<file path="src/rtl/rxq_pkg.sv">
package rxq_pkg;

  typedef enum logic [1:0] {
    SRC_NONE  = 2'd0,
    SRC_LINE  = 2'd1,
    SRC_BREAK = 2'd2
  } push_src_e;

  function automatic int unsigned ring_next(int unsigned p, int unsigned depth);
    return (p + 1 == depth) ? 0 : p + 1;
  endfunction

  function automatic int unsigned ring_prev(int unsigned p, int unsigned depth);
    return (p == 0) ? depth - 1 : p - 1;
  endfunction

endpackage

</file>
<file path="src/rtl/rxq_store.sv">
module rxq_store #(
  parameter int unsigned DEPTH  = 4,
  parameter int unsigned DATA_W = 8,
  localparam int unsigned PTR_W = (DEPTH > 1) ? $clog2(DEPTH) : 1,
  localparam int unsigned CNT_W = $clog2(DEPTH + 1)
) (
  input  logic              clk,
  input  logic              rst_n,
  input  logic              flush,
  input  logic              pop,
  input  logic              push,
  input  logic [DATA_W-1:0] push_data,
  output logic [DATA_W-1:0] head_data,
  output logic [CNT_W-1:0]  count,
  output logic [CNT_W-1:0]  next_count,
  output logic              pop_taken,
  output logic              overwrite
);
  import rxq_pkg::*;

  logic [DATA_W-1:0] mem [DEPTH];
  logic [PTR_W-1:0]  rd_ptr, wr_ptr, wr_slot;
  logic [CNT_W-1:0]  after_pop;
  logic              push_taken;

  assign pop_taken  = pop && (count != '0) && !flush;
  assign push_taken = push && !flush;
  assign after_pop  = count - CNT_W'(pop_taken);
  assign overwrite  = push_taken && (after_pop == CNT_W'(DEPTH));
  assign wr_slot    = overwrite ? PTR_W'(ring_prev(32'(wr_ptr), DEPTH)) : wr_ptr;
  assign next_count = flush ? '0 : after_pop + CNT_W'(push_taken && !overwrite);
  assign head_data  = (count == '0) ? '0 : mem[rd_ptr];

  for (genvar i = 0; i < DEPTH; i++) begin : g_slot
    logic wen;
    assign wen = push_taken && (wr_slot == PTR_W'(i));
    always_ff @(posedge clk) begin
      if (wen) mem[i] <= push_data;
    end
  end

  always_ff @(posedge clk or negedge rst_n) begin
    if (!rst_n) begin
      rd_ptr <= '0;
      wr_ptr <= '0;
      count  <= '0;
    end else begin
      count <= next_count;
      if (flush) begin
        rd_ptr <= '0;
        wr_ptr <= '0;
      end else begin
        if (pop_taken) rd_ptr <= PTR_W'(ring_next(32'(rd_ptr), DEPTH));
        if (push_taken && !overwrite) wr_ptr <= PTR_W'(ring_next(32'(wr_ptr), DEPTH));
      end
    end
  end

  assert_count_bound_R1: assert property (@(posedge clk) disable iff (!rst_n)
    count <= CNT_W'(DEPTH));

  assert_overwrite_keeps_count_R2: assert property (@(posedge clk) disable iff (!rst_n)
    overwrite |=> (count == CNT_W'(DEPTH)));

  assert_empty_pop_idle_R5: assert property (@(posedge clk) disable iff (!rst_n)
    (pop && count == '0 && !push && !flush) |=> (count == '0 && $stable(rd_ptr)));

endmodule

</file>
<file path="src/rtl/rxq_flags.sv">
module rxq_flags #(
  parameter int unsigned DEPTH = 4,
  localparam int unsigned CNT_W = $clog2(DEPTH + 1)
) (
  input  logic             clk,
  input  logic             rst_n,
  input  logic [CNT_W-1:0] next_count,
  output logic             ready,
  output logic             full
);
  always_ff @(posedge clk or negedge rst_n) begin
    if (!rst_n) begin
      ready <= 1'b0;
      full  <= 1'b0;
    end else begin
      ready <= (next_count != '0);
      full  <= (next_count == CNT_W'(DEPTH));
    end
  end
endmodule

</file>
<file path="src/rtl/rxq_brk_flag.sv">
module rxq_brk_flag (
  input  logic clk,
  input  logic rst_n,
  input  logic set_evt,
  input  logic clr_req,
  output logic flag
);
  always_ff @(posedge clk or negedge rst_n) begin
    if (!rst_n)       flag <= 1'b0;
    else if (set_evt) flag <= 1'b1;
    else if (clr_req) flag <= 1'b0;
  end

  assert_brk_hold_R7: assert property (@(posedge clk) disable iff (!rst_n)
    (flag && !clr_req) |=> flag);
endmodule

</file>
<file path="src/rtl/rx_hold_queue.sv">
module rx_hold_queue #(
  parameter int unsigned DEPTH  = 4,
  parameter int unsigned DATA_W = 8,
  localparam int unsigned CNT_W = $clog2(DEPTH + 1)
) (
  input  logic              clk,
  input  logic              rst_n,
  input  logic              rx_en,
  input  logic              flush,
  input  logic              clr_brk,
  input  logic              line_valid,
  input  logic [DATA_W-1:0] line_data,
  input  logic              brk_evt,
  input  logic              pop,
  output logic [DATA_W-1:0] pop_data,
  output logic              rx_ready,
  output logic              fifo_full,
  output logic              brk_flag,
  output logic              line_accept
);
  import rxq_pkg::*;

  push_src_e         src;
  logic              push;
  logic [DATA_W-1:0] push_data;
  logic [CNT_W-1:0]  count, next_count;
  logic              pop_taken, overwrite;

  assign line_accept = rx_en && !fifo_full;

  always_comb begin
    if (brk_evt)                        src = SRC_BREAK;
    else if (line_valid && line_accept) src = SRC_LINE;
    else                                src = SRC_NONE;
  end

  assign push      = (src != SRC_NONE);
  assign push_data = (src == SRC_BREAK) ? '0 : line_data;

  rxq_store #(.DEPTH(DEPTH), .DATA_W(DATA_W)) u_store (
    .clk(clk), .rst_n(rst_n), .flush(flush), .pop(pop), .push(push),
    .push_data(push_data), .head_data(pop_data), .count(count),
    .next_count(next_count), .pop_taken(pop_taken), .overwrite(overwrite)
  );

  rxq_flags #(.DEPTH(DEPTH)) u_flags (
    .clk(clk), .rst_n(rst_n), .next_count(next_count),
    .ready(rx_ready), .full(fifo_full)
  );

  rxq_brk_flag u_brk (
    .clk(clk), .rst_n(rst_n), .set_evt(brk_evt), .clr_req(clr_brk), .flag(brk_flag)
  );

  assert_full_tracks_count_R1: assert property (@(posedge clk) disable iff (!rst_n)
    fifo_full == (count == CNT_W'(DEPTH)));

  assert_push_sets_ready_R3: assert property (@(posedge clk) disable iff (!rst_n)
    (push && !flush) |=> rx_ready);

  assert_pop_clears_full_R4: assert property (@(posedge clk) disable iff (!rst_n)
    (pop_taken && src == SRC_NONE) |=> !fifo_full);

  assert_empty_reads_zero_R5: assert property (@(posedge clk) disable iff (!rst_n)
    !rx_ready |-> (pop_data == '0));

  assert_no_line_when_full_R6: assert property (@(posedge clk) disable iff (!rst_n)
    fifo_full |-> !line_accept);

  assert_brk_sets_flag_R7: assert property (@(posedge clk) disable iff (!rst_n)
    brk_evt |=> brk_flag);

  assert_flush_empties_R8: assert property (@(posedge clk) disable iff (!rst_n)
    flush |=> (!rx_ready && !fifo_full));

  assert_pop_first_R9: assert property (@(posedge clk) disable iff (!rst_n)
    (pop_taken && push) |-> !overwrite);

endmodule

</file>
<file path="config.mk">
export PLATFORM = sky130hd
export DESIGN_NAME = rx_hold_queue
export DESIGN_NICKNAME = d
export VERILOG_FILES = /design/src/rtl/rxq_pkg.sv /design/src/rtl/rxq_store.sv /design/src/rtl/rxq_flags.sv /design/src/rtl/rxq_brk_flag.sv /design/src/rtl/rx_hold_queue.sv
export SDC_FILE = /design/constraint.sdc
export NUM_CORES = 1
export LEC_CHECK = 0
export ABC_AREA = 1
export ABC_CLOCK_PERIOD_IN_PS = 2300
export BUFFER_PORTS_ARGS = -buffer_cell sky130_fd_sc_hd__buf_2
export CORE_MARGIN = 8
export CORE_UTILIZATION = 40
export DETAILED_ROUTE_END_ITERATION = 12
export SLEW_MARGIN = 40
export SYNTH_ARGS = -nofsm -noshare
export SYNTH_HDL_FRONTEND = slang
export SYNTH_HIERARCHICAL = 1
export SYNTH_SLANG_ARGS = --single-unit
</file>
<file path="constraint.sdc">
create_clock -name clk -period 2.3 [get_ports clk]
set_input_delay 0.23 -clock clk [delete_from_list [all_inputs] [get_ports clk]]
set_output_delay 0.23 -clock clk [all_outputs]
set_load 0.02 [all_outputs]
</file>
==> tab_implementation.tex, run 1 <==
\begin{tabular}{lr}
\hline
Metric & Value \\
\hline
\multicolumn{2}{l}{\textbf{Outcome}} \\
Status & finished clean \\
\multicolumn{2}{l}{\textbf{Critical path}} \\
Bufs and invs on worst path & 5 \\
R2R depth & 14 \\
FF-to-FF End & u\_store/mem[2][7] \\
Worst reg2reg setup slack & 0.08 ns \\
Cell Chain, Critical Path & inv\_2 > nand3\_2 > nand3\_2 > inv\_2 > ha\_4 > ha\_4 > nand2\_1 > inv\_2 > buf\_4 > nand3\_4 > nand2\_1 > nand3\_1 > nor2\_1 > buf\_6 \\
Total number of cells along the worst setup path & 14 \\
Maximum single-stage delay on the critical path & between 0.3 and 0.4 ns \\
Arrival time of the worst setup path & around 2.2 ns \\
Critical path class & register to register \\
CP Capture Point & u\_store/mem[2][7] \\
Type of element capturing the critical path & register \\
Critical path data required time & around 2.3 ns \\
Slowest cell on the critical path & sky130\_fd\_sc\_hd\_\_dfrtp\_1 \\
Top delay family on crit path & simple AND/OR/NAND/NOR gates \\
Cell repeated most along the worst path & sky130\_fd\_sc\_hd\_\_inv\_2 \\
Critical path peak fanout & 8 \\
Startpoint class of the critical path & register \\
Worst r2r src & u\_store/count[2] \\
Source of the critical timing path & u\_store/count[2] \\
\multicolumn{2}{l}{\textbf{STA}} \\
Max-slew headroom & roughly 74\% \\
Number of pins exceeding their max-slew limit in the final report & 0 \\
Minimum setup slack in the final design & between 0.07 and 0.08 ns \\
Setup-violating endpoint count in the final report & 0 \\
Worst setup skew after layout & 0.00373 ns \\
Fraction of the cycle the final worst path needs & about 97\% \\
Unrepaired setup endpoints after global routing & yes \\
Final critical path time including I/O delays and setup & 2.22 ns \\
Fmax & roughly 450 MHz \\
Min Hold Slack & $\sim$0.16 ns \\
Measured slew at the worst slew-check pin & 0.387 ns \\
Final hold viol count & 0 \\
\multicolumn{2}{l}{\textbf{Global route}} \\
First-pass GRT wire length & $\sim$6600 um \\
Gr ovfl total & 0 \\
Largest net degree at the start of global routing & 21 \\
Via count of the first global-routing pass & around 1.4k \\
Gr usage total & between 10\% and 20\% \\
Initial antenna violation count & 0 \\
\multicolumn{2}{l}{\textbf{Layout}} \\
Core Util, Final & a little over half \\
Post-layout instance area & about 2500 um\^{}2 \\
Area Overhead vs Synth & 24.8\% \\
Share of post-route cells with drive strength above 1 & approximately 30\% \\
Fillers & around 450 \\
Commonest non-fill, non-tap cell in the layout & sky130\_fd\_sc\_hd\_\_nor2\_1 \\
Net count reported at finish & roughly 270 \\
Commonest cells after routing, fill and taps aside & sky130\_fd\_sc\_hd\_\_nor2\_1 (44), sky130\_fd\_sc\_hd\_\_edfxtp\_1 (32), sky130\_fd\_sc\_hd\_\_inv\_1 (29), sky130\_fd\_sc\_hd\_\_buf\_2 (27), sky130\_fd\_sc\_hd\_\_nand2\_1 (18) \\
Antenna Diode Count & 0 \\
\multicolumn{2}{l}{\textbf{Clock network}} \\
Master cell of the clock root buffer & sky130\_fd\_sc\_hd\_\_clkbuf\_8 \\
H-tree depth & 2 \\
TritonCTS clock tree & done \\
Clock latency at the later pin of the worst-skew pair & 0.29 ns \\
CTS Buf Count & 5 \\
TritonCTS sink count & between 40 and 50 \\
Bufs on Longest Clock Path & 2 \\
Worst-path clk slew & roughly 0.080 ns \\
\multicolumn{2}{l}{\textbf{Routing}} \\
Routed via count divided by cell count & 4.60 \\
Iteration-0 DRC count of the detailed router & a little under 80 \\
Drt wl/cell & between 10 and 15 um \\
Total wire length & about 4000 um \\
Antenna-violating nets left & 0 \\
DRC viols & 0 \\
Vias & approximately 1.5k \\
First-pass iteration count of the detailed router & 4 \\
\multicolumn{2}{l}{\textbf{Placed design}} \\
Placed instance area & between 2000 and 2500 um\^{}2 \\
Setup slack at placement & -0.0213 ns \\
Routability-driven placement congestion ratio & $\sim$0.77 \\
Post-detailed-placement half-perimeter wirelength & 2720 um \\
Number of input and output port buffers inserted & 27 \\
\multicolumn{2}{l}{\textbf{Die}} \\
Die width & between 80 and 90 um \\
Count of boundary I/O pins & 28 \\
Die Area & roughly 7500 um\^{}2 \\
Core region area & 4750 um\^{}2 \\
Number of rows created at floorplan & 25 \\
Initial core utilization & 41.7\% \\
Die H & between 80 and 90 um \\
\multicolumn{2}{l}{\textbf{Power and ir drop}} \\
Leakage & 1.10 nW \\
Max VDD drop & around 0.46 mV \\
Total power per unit cell area & approximately 1100 nW/um\^{}2 \\
Power Total & $\sim$0.0027 W \\
\multicolumn{2}{l}{\textbf{Run}} \\
Maximum Capacitance Violations & 0 \\
\multicolumn{2}{l}{\textbf{Hold path}} \\
Type of the most critical hold path & input port to register \\
Number of cells on the worst hold path & 4 \\
\multicolumn{2}{l}{\textbf{Yosys}} \\
Number of synthesis warnings & 6 \\
Synthesized instance count & slightly above 200 \\
Number of nets produced by synthesis & roughly 230 \\
Average footprint of a synthesized cell & a little under 10 um\^{}2 \\
Synthesized cell area & $\sim$2000 um\^{}2 \\
\hline
\end{tabular}
-- layout make-up --
type                    instances  area [um^2]  share of cell area, %
multi-input cells             120          667                   27.0
clock buffers                   5         68.8                   2.78
repair buffers                 42          262                   10.6
clock inverters                 3         45.0                   1.82
well taps                      67         83.8                   3.39
flip-flops and latches         42         1210                   49.0
inverters                      36          135                   5.46
-- through the flow --
stage                     cells  setup TNS (ns)
after floorplan             203               0
after global placement      304               0
after detailed placement    304         -0.0213
after CTS                   315               0
after global routing        315          -0.363
final                       315               0
-- power by group --
group          switching, W  internal [W]
clock              0.000255      0.000323
sequential        0.0000791      0.000947
combinational      0.000685      0.000398
-- worst reg2reg max path, cell delays in order (launching register included) --
cell	delay, ns
sky130_fd_sc_hd__dfrtp_1	0.39
sky130_fd_sc_hd__inv_2	0.07
sky130_fd_sc_hd__nand3_2	0.10
sky130_fd_sc_hd__nand3_2	0.09
sky130_fd_sc_hd__inv_2	0.05
sky130_fd_sc_hd__ha_4	0.16
sky130_fd_sc_hd__ha_4	0.25
sky130_fd_sc_hd__nand2_1	0.05
sky130_fd_sc_hd__inv_2	0.05
sky130_fd_sc_hd__buf_4	0.13
sky130_fd_sc_hd__nand3_4	0.09
sky130_fd_sc_hd__nand2_1	0.07
sky130_fd_sc_hd__nand3_1	0.11
sky130_fd_sc_hd__nor2_1	0.16
sky130_fd_sc_hd__buf_6	0.17
-- what timing repair did --
item                                   4_1_cts  5_1_grt
gates resized for setup                      4       20
pin swaps                                    3        6
hold buffers                                 1        0
setup buffers                                2        0
setup endpoints to repair                    2       38
endpoints found under the hold margin       10        0
-- how the worst min path moves through the flow --
stage / start / to / slack, ns
finish: clr_brk / u_brk/flag / 0.16
global route: clr_brk / u_brk/flag / 0.17
CTS: clr_brk / u_brk/flag / 0.16
detailed placement: rst_n / u_flags/ready / 0.11
global placement: rst_n / u_flags/ready / 0.11
floorplan: rst_n / u_brk/flag / -0.07
-- sequential cells by signal, summed over array words and instances (netlist names) --
name	flops
u_store/mem	32
u_store/count	3
u_store/rd_ptr	2
u_store/wr_ptr	2
u_brk/flag	1
u_flags/full	1
u_flags/ready	1
-- routing by layer --
metal	routed length [um]	share of wire (%)	vias up	track usage, %
li1	-	-	747	-
met1	1720	43	674	13.0
met2	2040	51	25	19.6
met3	201	5.0	4	4.06
met4	34	0.85	0	4.23
met5	0	0	-	0
Note: power is estimated with default switching activity, not from simulation.
==> run 2, diff against run 1 <==
--- a/config.mk
+++ b/config.mk
@@ -11,6 +11,7 @@
 export CORE_MARGIN = 8
 export CORE_UTILIZATION = 40
 export DETAILED_ROUTE_END_ITERATION = 12
+export RECOVER_POWER = 50
 export SLEW_MARGIN = 40
 export SYNTH_ARGS = -nofsm -noshare
 export SYNTH_HDL_FRONTEND = slang
==> run 2 against run 1 <==
  * Non-clock buffer count is the same
  * Worst setup slack gained 0.00081 ns
  * Die area is the same
  * Largest power group unchanged
  * Highest routed layer unchanged
==> tab_implementation.tex, run 2 (synthesized netlist as in run 1, its figures left out) <==
\begin{tabular}{lr}
\hline
Metric & Value \\
\hline
\multicolumn{2}{l}{\textbf{Clock network}} \\
CTS Buf Count & 5 (unchanged) \\
H-tree depth & 2 (unchanged) \\
Worst-path clk slew & 0.08 ns (about the same) \\
Clock latency at the later pin of the worst-skew pair & 0.29 ns (about the same) \\
Bufs on Longest Clock Path & 2 (unchanged) \\
Master cell of the clock root buffer & sky130\_fd\_sc\_hd\_\_clkbuf\_8 (unchanged) \\
TritonCTS sink count & 42 (unchanged) \\
TritonCTS clock tree & done (unchanged) \\
\multicolumn{2}{l}{\textbf{Routing}} \\
First-pass iteration count of the detailed router & 4 (unchanged) \\
Routed met3 length & 209 um (was 201 um) \\
Routed met2 length & 2040 um (about the same) \\
Met1 wire length & 1740 um (was 1720 um) \\
Total wire length & 4020 um (was 4000 um) \\
Antenna-violating nets left & 0 (unchanged) \\
Iteration-0 DRC count of the detailed router & 77 (was 78) \\
Drt wl/cell & 12.8 um (was 12.7 um) \\
Routed via count divided by cell count & 4.60 (about the same) \\
Vias & 1448 (was 1450) \\
Top Layer Used & met4 (unchanged) \\
DRC viols & 0 (unchanged) \\
\multicolumn{2}{l}{\textbf{Global route}} \\
Largest net degree at the start of global routing & 21 (unchanged) \\
Via count of the first global-routing pass & 1430 (unchanged) \\
Gr usage total & 11.5\% (unchanged) \\
Initial antenna violation count & 0 (unchanged) \\
First-pass GRT wire length & 6630 um (unchanged) \\
Gr ovfl total & 0 (unchanged) \\
\multicolumn{2}{l}{\textbf{Critical path}} \\
Cell repeated most along the worst path & sky130\_fd\_sc\_hd\_\_inv\_2 (unchanged) \\
Arrival time of the worst setup path & 2.23 ns (about the same) \\
Critical path class & register to register (unchanged) \\
Critical path data required time & 2.31 ns (was 2.30 ns) \\
Critical path peak fanout & 8 (unchanged) \\
Slowest cell on the critical path & sky130\_fd\_sc\_hd\_\_dfrtp\_1 (unchanged) \\
Startpoint class of the critical path & register (unchanged) \\
Type of element capturing the critical path & register (unchanged) \\
Cell Chain, Critical Path & inv\_2 > nand3\_2 > nand3\_2 > inv\_2 > ha\_4 > ha\_4 > nand2\_1 > inv\_2 > buf\_4 > nand3\_4 > nand2\_1 > nand3\_1 > nor2\_1 > buf\_6 (unchanged) \\
Maximum single-stage delay on the critical path & 0.39 ns (about the same) \\
\multicolumn{2}{l}{\textbf{Die}} \\
Count of boundary I/O pins & 28 (unchanged) \\
Core region area & 4750 um\^{}2 (unchanged) \\
Initial core utilization & 41.7\% (unchanged) \\
Number of rows created at floorplan & 25 (unchanged) \\
Die Area & 7460 um\^{}2 (unchanged) \\
Die H & 86.4 um (unchanged) \\
Die width & 86.4 um (unchanged) \\
\multicolumn{2}{l}{\textbf{Placed design}} \\
Number of input and output port buffers inserted & 27 (unchanged) \\
Routability-driven placement congestion ratio & 0.772 (unchanged) \\
Post-detailed-placement half-perimeter wirelength & 2720 um (unchanged) \\
Cell count after placement & 304 (unchanged) \\
\multicolumn{2}{l}{\textbf{Layout}} \\
Area Overhead vs Synth & 24.4\% (was 24.8\%) \\
Commonest cells after routing, fill and taps aside & sky130\_fd\_sc\_hd\_\_nor2\_1 (44), sky130\_fd\_sc\_hd\_\_edfxtp\_1 (32), sky130\_fd\_sc\_hd\_\_inv\_1 (29), sky130\_fd\_sc\_hd\_\_buf\_2 (23), sky130\_fd\_sc\_hd\_\_nand2\_1 (18) (was sky130\_fd\_sc\_hd\_\_nor2\_1 (44), sky130\_fd\_sc\_hd\_\_edfxtp\_1 (32), sky130\_fd\_sc\_hd\_\_inv\_1 (29), sky130\_fd\_sc\_hd\_\_buf\_2 (27), sky130\_fd\_sc\_hd\_\_nand2\_1 (18)) \\
Net count reported at finish & 269 (unchanged) \\
Commonest non-fill, non-tap cell in the layout & sky130\_fd\_sc\_hd\_\_nor2\_1 (unchanged) \\
Antenna Diode Count & 0 (unchanged) \\
Share of post-route cells with drive strength above 1 & 27.8\% (was 29.8\%) \\
Number of flip-flops in the largest register & 32 (unchanged) \\
Post-Layout Cell Count & 315 (unchanged) \\
Registers with the most flip-flops & u\_store/mem (32), u\_store/count (3) (unchanged) \\
Register containing the most flip-flops in the final layout & u\_store/mem (unchanged) \\
\multicolumn{2}{l}{\textbf{STA}} \\
Fmax & 451 MHz (was 450 MHz) \\
Worst setup skew after layout & 0.00357 ns (was 0.00373 ns) \\
Unrepaired setup endpoints after global routing & yes (unchanged) \\
Final hold viol count & 0 (unchanged) \\
Measured slew at the worst slew-check pin & 0.561 ns (was 0.387 ns) \\
Setup-violating endpoint count in the final report & 0 (unchanged) \\
Fraction of the cycle the final worst path needs & 96.5\% (about the same) \\
Final critical path time including I/O delays and setup & 2.22 ns (about the same) \\
Number of pins exceeding their max-slew limit in the final report & 0 (unchanged) \\
Max-slew headroom & 62.6\% (was 74.2\%) \\
\multicolumn{2}{l}{\textbf{Power and ir drop}} \\
Total power per unit cell area & 1090 nW/um\^{}2 (about the same) \\
Power Total & 0.00269 W (about the same) \\
Max VDD drop & 0.462 mV (about the same) \\
Leakage & 1.08 nW (was 1.10 nW) \\
\multicolumn{2}{l}{\textbf{Run}} \\
Maximum Capacitance Violations & 0 (unchanged) \\
\multicolumn{2}{l}{\textbf{Outcome}} \\
Status & finished clean (unchanged) \\
\multicolumn{2}{l}{\textbf{Hold path}} \\
Type of the most critical hold path & input port to register (unchanged) \\
\hline
\end{tabular}
-- run 2: final timing paths --
path                             startpoint           endpoint  slack [ns]  cells past startpoint
max                        u_store/count[2]  u_store/mem[2][7]        0.08                     14
min                                 clr_brk         u_brk/flag        0.17                      4
max reg2reg                u_store/count[2]  u_store/mem[2][7]        0.08                     14
min reg2reg                      u_brk/flag         u_brk/flag        0.48                      2
max in group asynchronous             rst_n  u_store/rd_ptr[0]        1.48                      2
min in group asynchronous             rst_n  u_store/rd_ptr[1]        0.43                      2
-- run 2: what timing repair did --
item	CTS	global route
hold endpoints to repair	10	0
gates resized for setup	4	20
pin swaps	3	6
setup endpoints to repair	2	38
gates cloned	0	0
setup buffers	2	0
hold buffers	1	0
-- run 2: worst max-delay path, delay by kind of cell, from the launching register on --
family	cells	cell delay (ns)
buffers and inverters	5	0.47
and+or+nand+nor	7	0.66
DFF	1	0.39
adders and majority gates	2	0.41
-- run 2: final cells by class --
type                       count  area [um^2]
fill                         452         2290
sequential                    42         1210
multi-input combinational    120          667
timing repair buffer          42          253
inverter                      36          135
tap                           67         83.8
clock buffer                   5         68.8
clock inverter                 3         45.0
-- run 2: power breakdown --
part	internal [W]	total, W	switching, W
clock	0.000323	0.000577	0.000255
combinational	0.000395	0.00108	0.000687
sequential	0.000947	0.00103	0.0000799
total	0.00166	0.00269	0.00102
-- run 2: routing by layer --
metal	vias up	GRT usage [%]
met5	-	0
met4	0	4.23
met3	4	4.06
met2	26	19.6
met1	672	13.0
li1	746	-
-- run 2: through the flow --
stage	setup TNS (ns)	utilization, %	instance area, um^2	hold slack, ns	worst slack (ns)
floorplan	0	-	1980	-0.0656	0.0249
global placement	0	47.3	2250	0.105	0.0397
detailed placement	-0.0213	47.3	2250	0.107	-0.0213
CTS	0	50.4	2400	0.160	0.00775
global route	-0.363	51.8	2460	0.175	-0.0277
finish	0	51.8	2460	0.166	0.0802
==> run 3, diff against run 2 <==
--- a/config.mk
+++ b/config.mk
@@ -6,9 +6,8 @@
 export NUM_CORES = 1
 export LEC_CHECK = 0
 export ABC_AREA = 1
-export ABC_CLOCK_PERIOD_IN_PS = 2300
+export ABC_CLOCK_PERIOD_IN_PS = 2450
 export BUFFER_PORTS_ARGS = -buffer_cell sky130_fd_sc_hd__buf_2
-export CORE_MARGIN = 8
 export CORE_UTILIZATION = 40
 export DETAILED_ROUTE_END_ITERATION = 12
 export RECOVER_POWER = 50
==> constraint.sdc (replaced) <==
create_clock -name clk -period 2.45 [get_ports clk]
set_input_delay 0.245 -clock clk [delete_from_list [all_inputs] [get_ports clk]]
set_output_delay 0.245 -clock clk [all_outputs]
set_load 0.02 [all_outputs]
==> run 3 against run 2 <==
  * Die area decreased by 30%
  * First-iteration DRC count decreased by 1.3%
  * Sequential power decreased by 6%
  * Clock skew increased by 0.00067 ns
  * Critical endpoint is now u_flags/full
  * Largest cell class unchanged
==> tab_implementation.tex, run 3 (synthesized netlist as in run 1, its figures left out) <==
\begin{tabular}{lr}
\hline
Metric & Value \\
\hline
\multicolumn{2}{l}{\textbf{Clock network}} \\
H-tree depth & 2 (unchanged) \\
TritonCTS clock tree & done (unchanged) \\
Clock latency at the later pin of the worst-skew pair & 0.28 ns (was 0.29 ns) \\
CTS Buf Count & 5 (unchanged) \\
Bufs on Longest Clock Path & 2 (unchanged) \\
Worst-path clk slew & 0.08 ns (about the same) \\
TritonCTS sink count & 42 (unchanged) \\
Master cell of the clock root buffer & sky130\_fd\_sc\_hd\_\_clkbuf\_8 (unchanged) \\
\multicolumn{2}{l}{\textbf{Routing}} \\
Iteration-0 DRC count of the detailed router & 76 (was 77) \\
DRC viols & 0 (unchanged) \\
Antenna-violating nets left & 0 (unchanged) \\
Vias & 1403 (was 1448) \\
First-pass iteration count of the detailed router & 4 (unchanged) \\
Drt wl/cell & 11.6 um (was 12.8 um) \\
Routed via count divided by cell count & 4.53 (was 4.60) \\
Total wire length & 3600 um (was 4020 um) \\
\multicolumn{2}{l}{\textbf{Critical path}} \\
Cell repeated most along the worst path & sky130\_fd\_sc\_hd\_\_inv\_1 (was sky130\_fd\_sc\_hd\_\_inv\_2) \\
Type of element capturing the critical path & register (unchanged) \\
Critical path peak fanout & 3 (was 8) \\
Startpoint class of the critical path & register (unchanged) \\
Critical path class & register to register (unchanged) \\
Cell Chain, Critical Path & inv\_2 > nand3\_2 > nand3\_2 > inv\_1 > ha\_2 > ha\_4 > nand2\_1 > inv\_1 > nand2\_1 > nand2\_1 > inv\_1 > ha\_2 > ha\_2 > inv\_1 > nor2\_2 > inv\_1 > nand2\_1 > nor2\_2 (was inv\_2 > nand3\_2 > nand3\_2 > inv\_2 > ha\_4 > ha\_4 > nand2\_1 > inv\_2 > buf\_4 > nand3\_4 > nand2\_1 > nand3\_1 > nor2\_1 > buf\_6) \\
Critical path data required time & 2.64 ns (was 2.31 ns) \\
Maximum single-stage delay on the critical path & 0.39 ns (about the same) \\
Arrival time of the worst setup path & 2.45 ns (was 2.23 ns) \\
Slowest cell on the critical path & sky130\_fd\_sc\_hd\_\_dfrtp\_1 (unchanged) \\
Top delay family on crit path & adder cells (was simple AND/OR/NAND/NOR gates) \\
Bufs and invs on worst path & 6 (was 5) \\
\multicolumn{2}{l}{\textbf{Hold path}} \\
Type of the most critical hold path & input port to register (unchanged) \\
\multicolumn{2}{l}{\textbf{STA}} \\
Number of pins exceeding their max-slew limit in the final report & 0 (unchanged) \\
Sum Neg Setup Slack & 0 ns (unchanged) \\
Unrepaired setup endpoints after global routing & no (was yes) \\
Max-slew headroom & 55.5\% (was 62.6\%) \\
Worst setup skew after layout & 0.00423 ns (was 0.00357 ns) \\
Fmax & 442 MHz (was 451 MHz) \\
Setup-violating endpoint count in the final report & 0 (unchanged) \\
Min Hold Slack & 0.176 ns (was 0.166 ns) \\
Fraction of the cycle the final worst path needs & 92.4\% (was 96.5\%) \\
Measured slew at the worst slew-check pin & 0.668 ns (was 0.561 ns) \\
Final hold viol count & 0 (unchanged) \\
Final critical path time including I/O delays and setup & 2.26 ns (was 2.22 ns) \\
\multicolumn{2}{l}{\textbf{Power and ir drop}} \\
Portion of total power attributed to combinational logic & 38.0\% (was 40.3\%) \\
Total power per unit cell area & 1020 nW/um\^{}2 (was 1090 nW/um\^{}2) \\
Switching share of power & 37.3\% (was 38.0\%) \\
Clock network fraction of total power & 21.9\% (was 21.5\%) \\
Leakage & 1.05 nW (was 1.08 nW) \\
Max VDD drop & 0.477 mV (was 0.462 mV) \\
Power share of the sequential group & 40.1\% (was 38.2\%) \\
Internal power & 0.00151 W (was 0.00166 W) \\
Net Sw Power & 0.000900 W (was 0.00102 W) \\
\multicolumn{2}{l}{\textbf{Die}} \\
Initial core utilization & 41.7\% (unchanged) \\
Count of boundary I/O pins & 28 (unchanged) \\
Die width & 72.4 um (was 86.4 um) \\
Die H & 72.4 um (was 86.4 um) \\
Core region area & 4750 um\^{}2 (unchanged) \\
Number of rows created at floorplan & 25 (unchanged) \\
Die Area & 5240 um\^{}2 (was 7460 um\^{}2) \\
\multicolumn{2}{l}{\textbf{Layout}} \\
Share of post-route cells with drive strength above 1 & 23.0\% (was 27.8\%) \\
Area Overhead vs Synth & 19.9\% (was 24.4\%) \\
Commonest non-fill, non-tap cell in the layout & sky130\_fd\_sc\_hd\_\_nor2\_1 (unchanged) \\
Register containing the most flip-flops in the final layout & u\_store/mem (unchanged) \\
Antenna Diode Count & 0 (unchanged) \\
Registers with the most flip-flops & u\_store/mem (32), u\_store/count (3) (unchanged) \\
Fillers & 474 (was 452) \\
Commonest cells after routing, fill and taps aside & sky130\_fd\_sc\_hd\_\_nor2\_1 (46), sky130\_fd\_sc\_hd\_\_inv\_1 (32), sky130\_fd\_sc\_hd\_\_edfxtp\_1 (32), sky130\_fd\_sc\_hd\_\_buf\_2 (21), sky130\_fd\_sc\_hd\_\_nand2\_1 (19) (was sky130\_fd\_sc\_hd\_\_nor2\_1 (44), sky130\_fd\_sc\_hd\_\_edfxtp\_1 (32), sky130\_fd\_sc\_hd\_\_inv\_1 (29), sky130\_fd\_sc\_hd\_\_buf\_2 (23), sky130\_fd\_sc\_hd\_\_nand2\_1 (18)) \\
Number of flip-flops in the largest register & 32 (unchanged) \\
Net count reported at finish & 264 (was 269) \\
\multicolumn{2}{l}{\textbf{Global route}} \\
Via count of the first global-routing pass & 1275 (was 1430) \\
Gr ovfl total & 0 (unchanged) \\
Gr usage total & 15.4\% (was 11.5\%) \\
Initial antenna violation count & 0 (unchanged) \\
Largest net degree at the start of global routing & 21 (unchanged) \\
First-pass GRT wire length & 5900 um (was 6630 um) \\
\multicolumn{2}{l}{\textbf{Run}} \\
Maximum Capacitance Violations & 0 (unchanged) \\
\multicolumn{2}{l}{\textbf{Placed design}} \\
Number of input and output port buffers inserted & 27 (unchanged) \\
Routability-driven placement congestion ratio & 0.800 (was 0.772) \\
Post-detailed-placement half-perimeter wirelength & 2460 um (was 2720 um) \\
\multicolumn{2}{l}{\textbf{Outcome}} \\
Status & finished clean (unchanged) \\
\hline
\end{tabular}
run 3: cell types whose count changed in the layout (fill, tap and decap cells not counted), sizes merged:
cell      delta
clkbuf       +2
clkinvlp     -1
buf          -6
run 3: through the flow:
step | setup slack (ns) | std cells | total power (W) | cell area [um^2] | util (%)
CTS | 0.0712 | 310 | 0.00239 | 2340 | 49.3
floorplan | 0.0977 | 203 | 0.00159 | 1980 | -
global placement | 0.144 | 301 | 0.00185 | 2220 | 46.7
finish | 0.185 | 310 | 0.00241 | 2380 | 50.0
detailed placement | 0.110 | 301 | 0.00185 | 2220 | 46.7
global route | 0.0174 | 310 | 0.00258 | 2380 | 50.0
run 3: area by class of cell:
| cell class | instances | area [um^2] | share of cell area (%) |
|---|---|---|---|
| Sequential cell | 42 | 1210 | 50.9 |
| Multi-Input combinational cell | 120 | 632 | 26.6 |
| Timing Repair Buffer | 37 | 205 | 8.63 |
| Inverter | 36 | 135 | 5.68 |
| Tap cell | 67 | 83.8 | 3.53 |
| Clock buffer | 6 | 72.6 | 3.05 |
| Clock inverter | 2 | 37.5 | 1.58 |
run 3: repair_timing:
item,in CTS,in global routing
resized for setup,0,15
hold buffers,1,0
setup buffers,0,0
hold endpoints to repair,10,0
setup endpoints to repair,0,19
run 3: routing by layer:
layer / GRT usage (%) / vias to the layer above / part of all wire (%)
met5: 0 / - / 0
met4: 6.10 / 0 / 1.7
met3: 3.75 / 6 / 2.9
met2: 25.4 / 21 / 49
met1: 19.5 / 641 / 47
li1: - / 735 / -
run 3: worst paths after layout:
check	start	endpoint	slack [ns]	cells past startpoint
max	u_store/count[2]	u_flags/full	0.19	18
min	clr_brk	u_brk/flag	0.18	4
max reg2reg	u_store/count[2]	u_flags/full	0.19	18
min reg2reg	u_brk/flag	u_brk/flag	0.48	2
max in group asynchronous	rst_n	u_store/rd_ptr[1]	1.64	2
min in group asynchronous	rst_n	u_flags/ready	0.45	2
run 3: power groups by stage:
stage / Combinational, W / Clock (W) / Sequential, W
after detailed placement: 0.000871 / 0 / 0.000980
final: 0.000918 / 0.000529 / 0.000968
after global routing: 0.00103 / 0.000565 / 0.000983
after global placement: 0.000867 / 0 / 0.000980
after CTS: 0.000883 / 0.000539 / 0.000964
after floorplan: 0.000637 / 0 / 0.000950
run 3: worst register-to-register path: cells and delay by family, from the launching register on:
family / cells / cell delay [ns]
and+or+nand+nor: 8 / 0.54
buffers and inverters: 6 / 0.33
adders and majority gates: 4 / 0.90
DFF: 1 / 0.39
